==> src/rtl/csym_pkg.sv <==
package csym_pkg;
    localparam int CONTENT_W = 19;
    localparam int CRC_W     = 5;
    localparam int SYM_W     = CONTENT_W + CRC_W;
    localparam int UNIT_W    = SYM_W + 8;
    localparam logic [CRC_W-1:0] CRC_POLY   = 5'b10101;
    localparam logic [CRC_W-1:0] CRC_PRESET = 5'b11111;

    typedef enum logic [2:0] {
        K_NONE   = 3'd0,
        K_ACCEPT = 3'd1,
        K_RETRY  = 3'd2,
        K_NOTACC = 3'd3,
        K_STATUS = 3'd4,
        K_RSVD   = 3'd5
    } ack_kind_e;

    // Queue entry: content only, CRC is consumed at the check stage
    typedef struct packed {
        logic [1:0]           bad;
        logic [1:0]           here;
        logic [CONTENT_W-1:0] c1;
        logic [CONTENT_W-1:0] c0;
    } q_entry_t;

    function automatic logic [CRC_W-1:0] crc5(input logic [CONTENT_W-1:0] d);
        logic [CRC_W-1:0] r;
        logic fb;
        r = CRC_PRESET;
        for (int i = CONTENT_W - 1; i >= 0; i--) begin
            fb = r[CRC_W-1] ^ d[i];
            r  = {r[CRC_W-2:0], 1'b0} ^ (fb ? CRC_POLY : '0);
        end
        return r;
    endfunction

    function automatic ack_kind_e class_of(input logic [2:0] ackclass);
        ack_kind_e k;
        unique case (ackclass)
            3'd0:    k = K_ACCEPT;
            3'd1:    k = K_RETRY;
            3'd2:    k = K_NOTACC;
            3'd4:    k = K_STATUS;
            default: k = K_RSVD;
        endcase
        return k;
    endfunction
endpackage

==> src/rtl/csym_tx_enc.sv <==
module csym_tx_enc
    import csym_pkg::*;
#(
    parameter logic [7:0] DELIM = 8'h7C
) (
    input  logic                 clk,
    input  logic                 rst_n,
    input  logic                 send,
    input  logic [CONTENT_W-1:0] content,
    output logic                 unit_vld,
    output logic [UNIT_W-1:0]    unit
);
    always_ff @(posedge clk) begin
        if (!rst_n) begin
            unit_vld <= 1'b0;
            unit     <= '0;
        end else if (send) begin
            unit_vld <= 1'b1;
            unit     <= {DELIM, content, crc5(content)};
        end else begin
            unit_vld <= 1'b0;
            unit     <= '0;
        end
    end
endmodule

==> src/rtl/csym_rx_lane.sv <==
module csym_rx_lane
    import csym_pkg::*;
#(
    parameter logic [7:0] DELIM = 8'h7C
) (
    input  logic [UNIT_W-1:0]    lane,
    output logic                 present,
    output logic                 crc_bad,
    output logic [CONTENT_W-1:0] content
);
    assign present = (lane[UNIT_W-1 -: 8] == DELIM);
    assign content = lane[SYM_W-1:CRC_W];
    assign crc_bad = present && (crc5(content) != lane[CRC_W-1:0]);
endmodule

==> src/rtl/csym_fifo.sv <==
module csym_fifo
    import csym_pkg::*;
#(
    parameter int DEPTH = 4
) (
    input  logic     clk,
    input  logic     rst_n,
    input  logic     wr,
    input  q_entry_t wdata,
    input  logic     rd,
    output q_entry_t rdata,
    output logic     full,
    output logic     empty
);
    localparam int AW = (DEPTH > 1) ? $clog2(DEPTH) : 1;
    localparam int CW = $clog2(DEPTH + 1);
    localparam logic [AW-1:0] LAST = AW'(DEPTH - 1);

    q_entry_t        mem [DEPTH];
    logic [AW-1:0]   wptr, rptr;
    logic [CW-1:0]   count;
    logic            do_wr, do_rd;

    assign full  = (count == CW'(DEPTH));
    assign empty = (count == '0);
    assign do_wr = wr && !full;
    assign do_rd = rd && !empty;
    assign rdata = mem[rptr];

    function automatic logic [AW-1:0] bump(input logic [AW-1:0] p);
        return (p == LAST) ? '0 : p + 1'b1;
    endfunction

    always_ff @(posedge clk) begin
        if (do_wr) mem[wptr] <= wdata;
    end

    always_ff @(posedge clk) begin
        if (!rst_n) begin
            wptr  <= '0;
            rptr  <= '0;
            count <= '0;
        end else begin
            if (do_wr) wptr <= bump(wptr);
            if (do_rd) rptr <= bump(rptr);
            unique case ({do_wr, do_rd})
                2'b10:   count <= count + 1'b1;
                2'b01:   count <= count - 1'b1;
                default: count <= count;
            endcase
        end
    end
endmodule

==> src/rtl/csym_decode.sv <==
module csym_decode
    import csym_pkg::*;
(
    input  logic       clk,
    input  logic       rst_n,
    input  logic       take,
    input  q_entry_t   entry,
    output logic       vld,
    output logic [5:0] kind,
    output logic [9:0] param0,
    output logic [9:0] param1,
    output logic [5:0] linkop,
    output logic [5:0] cmd
);
    typedef enum logic {SHOW_IDLE, SHOW_ENTRY} show_e;
    show_e state, state_nx;

    always_comb begin
        unique case (state)
            SHOW_IDLE:  state_nx = take ? SHOW_ENTRY : SHOW_IDLE;   // LOAD
            SHOW_ENTRY: state_nx = take ? SHOW_ENTRY : SHOW_IDLE;   // RELOAD / RETIRE
            default:    state_nx = SHOW_IDLE;
        endcase
    end

    always_ff @(posedge clk) begin
        if (!rst_n) state <= SHOW_IDLE;
        else        state <= state_nx;
    end

    assign vld = (state == SHOW_ENTRY);

    // Per-lane decode of the selected entry
    logic [2:0] k_nx [2];
    logic [4:0] p0_nx [2], p1_nx [2];
    logic [2:0] lo_nx [2], cm_nx [2];

    for (genvar g = 0; g < 2; g++) begin : g_lane
        logic [CONTENT_W-1:0] c;
        logic                 ok;
        assign c  = (g == 0) ? entry.c0 : entry.c1;
        assign ok = entry.here[g] && !entry.bad[g];
        assign k_nx[g]  = ok ? class_of(c[18:16]) : K_NONE;
        assign p0_nx[g] = ok ? c[15:11] : '0;
        assign p1_nx[g] = ok ? c[10:6]  : '0;
        assign lo_nx[g] = ok ? c[5:3]   : '0;
        assign cm_nx[g] = ok ? c[2:0]   : '0;
    end

    always_ff @(posedge clk) begin
        if (!rst_n || !take) begin
            kind   <= '0;
            param0 <= '0;
            param1 <= '0;
            linkop <= '0;
            cmd    <= '0;
        end else begin
            kind   <= {k_nx[1], k_nx[0]};
            param0 <= {p0_nx[1], p0_nx[0]};
            param1 <= {p1_nx[1], p1_nx[0]};
            linkop <= {lo_nx[1], lo_nx[0]};
            cmd    <= {cm_nx[1], cm_nx[0]};
        end
    end
endmodule

==> src/rtl/csym_link.sv <==
module csym_link
    import csym_pkg::*;
#(
    parameter int         DEPTH = 4,
    parameter logic [7:0] DELIM = 8'h7C
) (
    input  logic        clk,
    input  logic        rst_n,
    input  logic        tx_send,
    input  logic [18:0] tx_content,
    output logic        tx_unit_vld,
    output logic [31:0] tx_unit,
    input  logic [63:0] rx_word,
    output logic [1:0]  rx_crc_err,
    output logic        fifo_full,
    output logic        fifo_empty,
    input  logic        rd_en,
    output logic        dec_vld,
    output logic [5:0]  dec_kind,
    output logic [9:0]  dec_param0,
    output logic [9:0]  dec_param1,
    output logic [5:0]  dec_linkop,
    output logic [5:0]  dec_cmd
);
    localparam int LANES = 2;

    csym_tx_enc #(.DELIM(DELIM)) u_tx (
        .clk(clk), .rst_n(rst_n), .send(tx_send), .content(tx_content),
        .unit_vld(tx_unit_vld), .unit(tx_unit)
    );

    logic [LANES-1:0]     lane_here, lane_bad;
    logic [CONTENT_W-1:0] lane_c [LANES];

    for (genvar g = 0; g < LANES; g++) begin : g_rx
        csym_rx_lane #(.DELIM(DELIM)) u_lane (
            .lane    (rx_word[(LANES-g)*UNIT_W-1 -: UNIT_W]),
            .present (lane_here[g]),
            .crc_bad (lane_bad[g]),
            .content (lane_c[g])
        );
    end

    always_ff @(posedge clk) begin
        if (!rst_n) rx_crc_err <= '0;
        else        rx_crc_err <= lane_bad;
    end

    q_entry_t wentry, rentry;
    assign wentry.bad  = lane_bad;
    assign wentry.here = lane_here;
    assign wentry.c0   = lane_c[0];
    assign wentry.c1   = lane_c[1];

    csym_fifo #(.DEPTH(DEPTH)) u_q (
        .clk(clk), .rst_n(rst_n), .wr(|lane_here), .wdata(wentry),
        .rd(rd_en), .rdata(rentry), .full(fifo_full), .empty(fifo_empty)
    );

    csym_decode u_dec (
        .clk(clk), .rst_n(rst_n), .take(rd_en && !fifo_empty), .entry(rentry),
        .vld(dec_vld), .kind(dec_kind), .param0(dec_param0),
        .param1(dec_param1), .linkop(dec_linkop), .cmd(dec_cmd)
    );
endmodule

==> config.mk <==
export PLATFORM = sky130hd
export DESIGN_NAME = csym_link
export DESIGN_NICKNAME = d
export VERILOG_FILES = /design/src/rtl/csym_pkg.sv /design/src/rtl/csym_tx_enc.sv /design/src/rtl/csym_rx_lane.sv /design/src/rtl/csym_fifo.sv /design/src/rtl/csym_decode.sv /design/src/rtl/csym_link.sv
export SDC_FILE = /design/constraint.sdc
export NUM_CORES = 1
export LEC_CHECK = 0
export ABC_CLOCK_PERIOD_IN_PS = 5700
export BUFFER_PORTS_ARGS = -buffer_cell sky130_fd_sc_hd__buf_2
export CORE_ASPECT_RATIO = 1.5
export CORE_MARGIN = 3
export CORE_UTILIZATION = 35
export DETAILED_ROUTE_END_ITERATION = 8
export GPL_TIMING_DRIVEN = 0
export HOLD_SLACK_MARGIN = 0.1
export PLACE_DENSITY = 0.64
export RECOVER_POWER = 100
export REMOVE_ABC_BUFFERS = 1
export SYNTH_ARGS = -nofsm -noshare
export SYNTH_HDL_FRONTEND = slang
export SYNTH_SLANG_ARGS = --single-unit
==> constraint.sdc <==
create_clock -name clk -period 5.7 [get_ports clk]
set_clock_uncertainty 0.1 [all_clocks]
set_input_delay 0.855 -clock clk [delete_from_list [all_inputs] [get_ports clk]]
set_output_delay 0.855 -clock clk [all_outputs]
set_load 0.01 [all_outputs]
==> results.md <==
- Synth Register Bits: 243
- Synth Instances: 551
- Slew Limit Fails: between 40 and 50
- R2R Setup Slk: 2570 ps
- Leakage: between 3 and 4 nW
- Most frequent cells in the layout: edfxtp_1, clkbuf_1, dfxtp_1
- Post-DR vias/cell: 4.634
- Arrival @ worst endpoint: 4320 ps
- Type of the worst setup path: in -> reg
- PortBufs: 159
- Post-route cell area: around 0.011 mm2
- Power density cells: roughly 330 mW/mm2
- Commonest non-fill, non-tap cell in the layout: edfxtp_1
- CP max FO: 22
- Critical path destination: u_q.mem[1][37]
- Clock Latency Late Sink: 510 ps
- Register-to-Register Path Depth: 5
- Multi-input gate area: 0.002826 mm2
- Post-CTS Hold Buffers: 0
- Final Cycle Share: between 70% and 80%
- Crit start category: input port
- Slew at the pin closest to its max-slew limit: 1844 ps
- Endpoints failing setup: 0
- Post-synth EDFFs: 168
- Initial antenna violation count: 4
- Sequential element share of the synthesized area: 68.61%
- Post-CTS Resized: 0
- WL per Instance: 17.25 um
- Synth Warn #: 0
- Setup Fix Bufs, Post-CTS: 0
- Min Clock Period, post-route: 4220 ps
- CTS clk-pin slew, worst paths: 60 ps
- Reg area: 0.006551 mm2
- Fmax: between 0.2 and 0.25 GHz
- Ys flop type: edfxtp_1
- Final std cells w/o fill: 1,081
- Fin worst setup slack: 1480 ps
- Placement Cell Area: 0.01081 mm2
- Pre-Repair DR Iteration Count: 4
- Chip height: between 200 and 250 um
- Number of global-route vias before repair: 5,404
- # fillers: 2,442
- Largest net degree at the start of global routing: 31
- Initial core utilization: 35.78%
- Pre-CTS WS: roughly 1700 ps
- Post-synth top area cell: edfxtp_1
- Wire length on met1: 6938 um
- Layout area overhead: 19.20%
- # IOs: between 150 and 200
- Beginning of the critical path: rx_word[31]
- Hold Violations, Final: 0
- Crit. End Element: register
- Setup TNS: 0 ps
- Core Region: between 0.02 and 0.03 mm2
- Mapped Avg Cell Area: 17.32 um2
- Die area: 0.02932 mm2
- First-pass GRT wire length: 29,480 um
- RR Startpoint: u_q.count[1]
- Share of synthesized registers carrying an async set or reset: 0%
- Max transition margin: -22.99%
- CTS buffer count: 24
- Root Driver: clkbuf_16
- Worst R2R End: u_q.mem[1][37]
- Req. time, crit path: 5800 ps
- Metal2 WL: 10,100 um
- Met3 routed WL: around 1200 um
- Placed Cells: 1,035
- Highest routed layer: met5
- GR Overflow Total: 0
- Top-area cell type share of the netlist area: 52.87%
- Drt initial violations: 254
- Clk sinks: 243
- GR Util All Layers: 12.86%
- MaxCap Viol Count: 2
- CTS H-tree depth: 1
- FP Rows: 73
- DRC viols: 0
- Post-synth cell types: 43
- Routed via count: 5,009
- Post-DRT Antenna Nets: 0
- RSZ-0062 raised after global routing: false
- Final net count: 818
- RD Place Congestion: 0.7355
- Hpwl dp: between 10,000 and 15,000 um
- Max rail drop VDD: 208.2 uV
- CTS Buffer Depth: 3
- Synth top area cells: edfxtp_1, dfxtp_1, mux4_2, xnor2_1, xnor3_1
- Die width: 140.8 um
- Failing checks: capacitance limit, slew limit
- Fraction of layout cells with a size suffix above 1: 17.39%
- Outcome: finished with violations
- Hold Crit Class: reg -> reg
- CTS tree: done
- Final WL: 18,650 um
- Mapped Area: 0.009542 mm2
final cells by class:
| cell class | count | share of cell area (%) |
|---|---|---|
| clock inverter | 7 | 0.5171 |
| multi-input combinational | 277 | 24.85 |
| sequential | 243 | 57.60 |
| tap | 337 | 3.707 |
| timing repair buffer | 169 | 6.942 |
| inverter | 9 | 0.2970 |
| antenna | 2 | 0.04400 |
| clock buffer | 37 | 6.040 |
worst min-delay path by stage:
stage / end / slack [ps] / start / cells after the start
2_1_floorplan: u_q.count[2] / 370 / u_q.count[2] / 2
3_3_place_gp: u_q.count[2] / 400 / u_q.count[2] / 2
3_5_place_dp: u_q.count[2] / 410 / u_q.count[2] / 2
4_1_cts: u_q.count[2] / 420 / u_q.count[2] / 2
5_1_grt: u_q.count[2] / 480 / u_q.count[2] / 2
6_report: u_q.count[2] / 420 / u_q.count[2] / 2
Yosys cell counts, types with 3 or more instances:
cell,n
a21oi_1,3
and2_1,10
and3_1,21
buf_2,4
buf_4,8
clkbuf_1,12
dfxtp_1,75
edfxtp_1,168
ha_1,6
inv_1,9
mux2i_1,4
mux4_2,38
nand2_1,11
nor2_1,14
nor2b_1,39
nor3_1,4
nor4_1,3
xnor2_1,57
xnor2_2,3
xnor3_1,12
xor2_1,19
through the flow:
stage / hold slack (ps) / util, % / total power [W]
after floorplan: 372.9 / - / 0.002214
after global placement: 397.9 / 39.90 / 0.002324
after detailed placement: 405.3 / 40.51 / 0.002328
after CTS: 416.3 / 43.31 / 0.003843
after global routing: 476.3 / 42.64 / 0.003930
final: 421.2 / 42.64 / 0.003772
critical path, cell delays in order:
cell	delay, ps
buf_2	90
nand4b_1	170
nor4_1	960
nor2_1	140
nor2_1	340
and2_0	1430
buf_12	300
flip-flops by register name (all words and copies together) (netlist names), named ones only:
name and count:
u_dec.param0 10, rx_crc_err 2, u_q.wptr 2, u_dec.kind 6
u_q.mem 168, u_dec.linkop 6, u_dec.cmd 6, u_dec.vld 1
u_tx.unit 25, u_q.count 3, u_dec.param1 10, u_q.rptr 2
routing by layer:
metal	GRT usage, %	vias to the layer above
met5	0	-
met4	4.814	4
met3	2.828	33
met2	23.46	158
met1	14.57	2442
li1	-	2372
power breakdown:
part	internal, W	leakage [nW]	switching [W]	total (W)
Combinational	0.000187	1.40	0.000182	0.000368
Sequential	0.00190	2.11	0.00000632	0.00190
Clock	0.000875	0.373	0.000625	0.00150
Total	0.00296	3.88	0.000813	0.00377
kinds of logic (layout without fill, tap and decap cells):
family / Yosys count / after routing / synth area share [%]
other: 1 / 5 / 0.03930
and+or+nand+nor: 114 / 114 / 6.819
DFF: 243 / 243 / 68.61
buffers and inverters: 33 / 222 / 1.665
AOI/OAI and AO/OA: 16 / 16 / 1.154
muxes: 42 / 42 / 9.389
adders and majority gates: 7 / 7 / 0.9966
xor gates and xnor gates: 95 / 95 / 11.33
No activity file was read; power rests on OpenSTA's default activity.
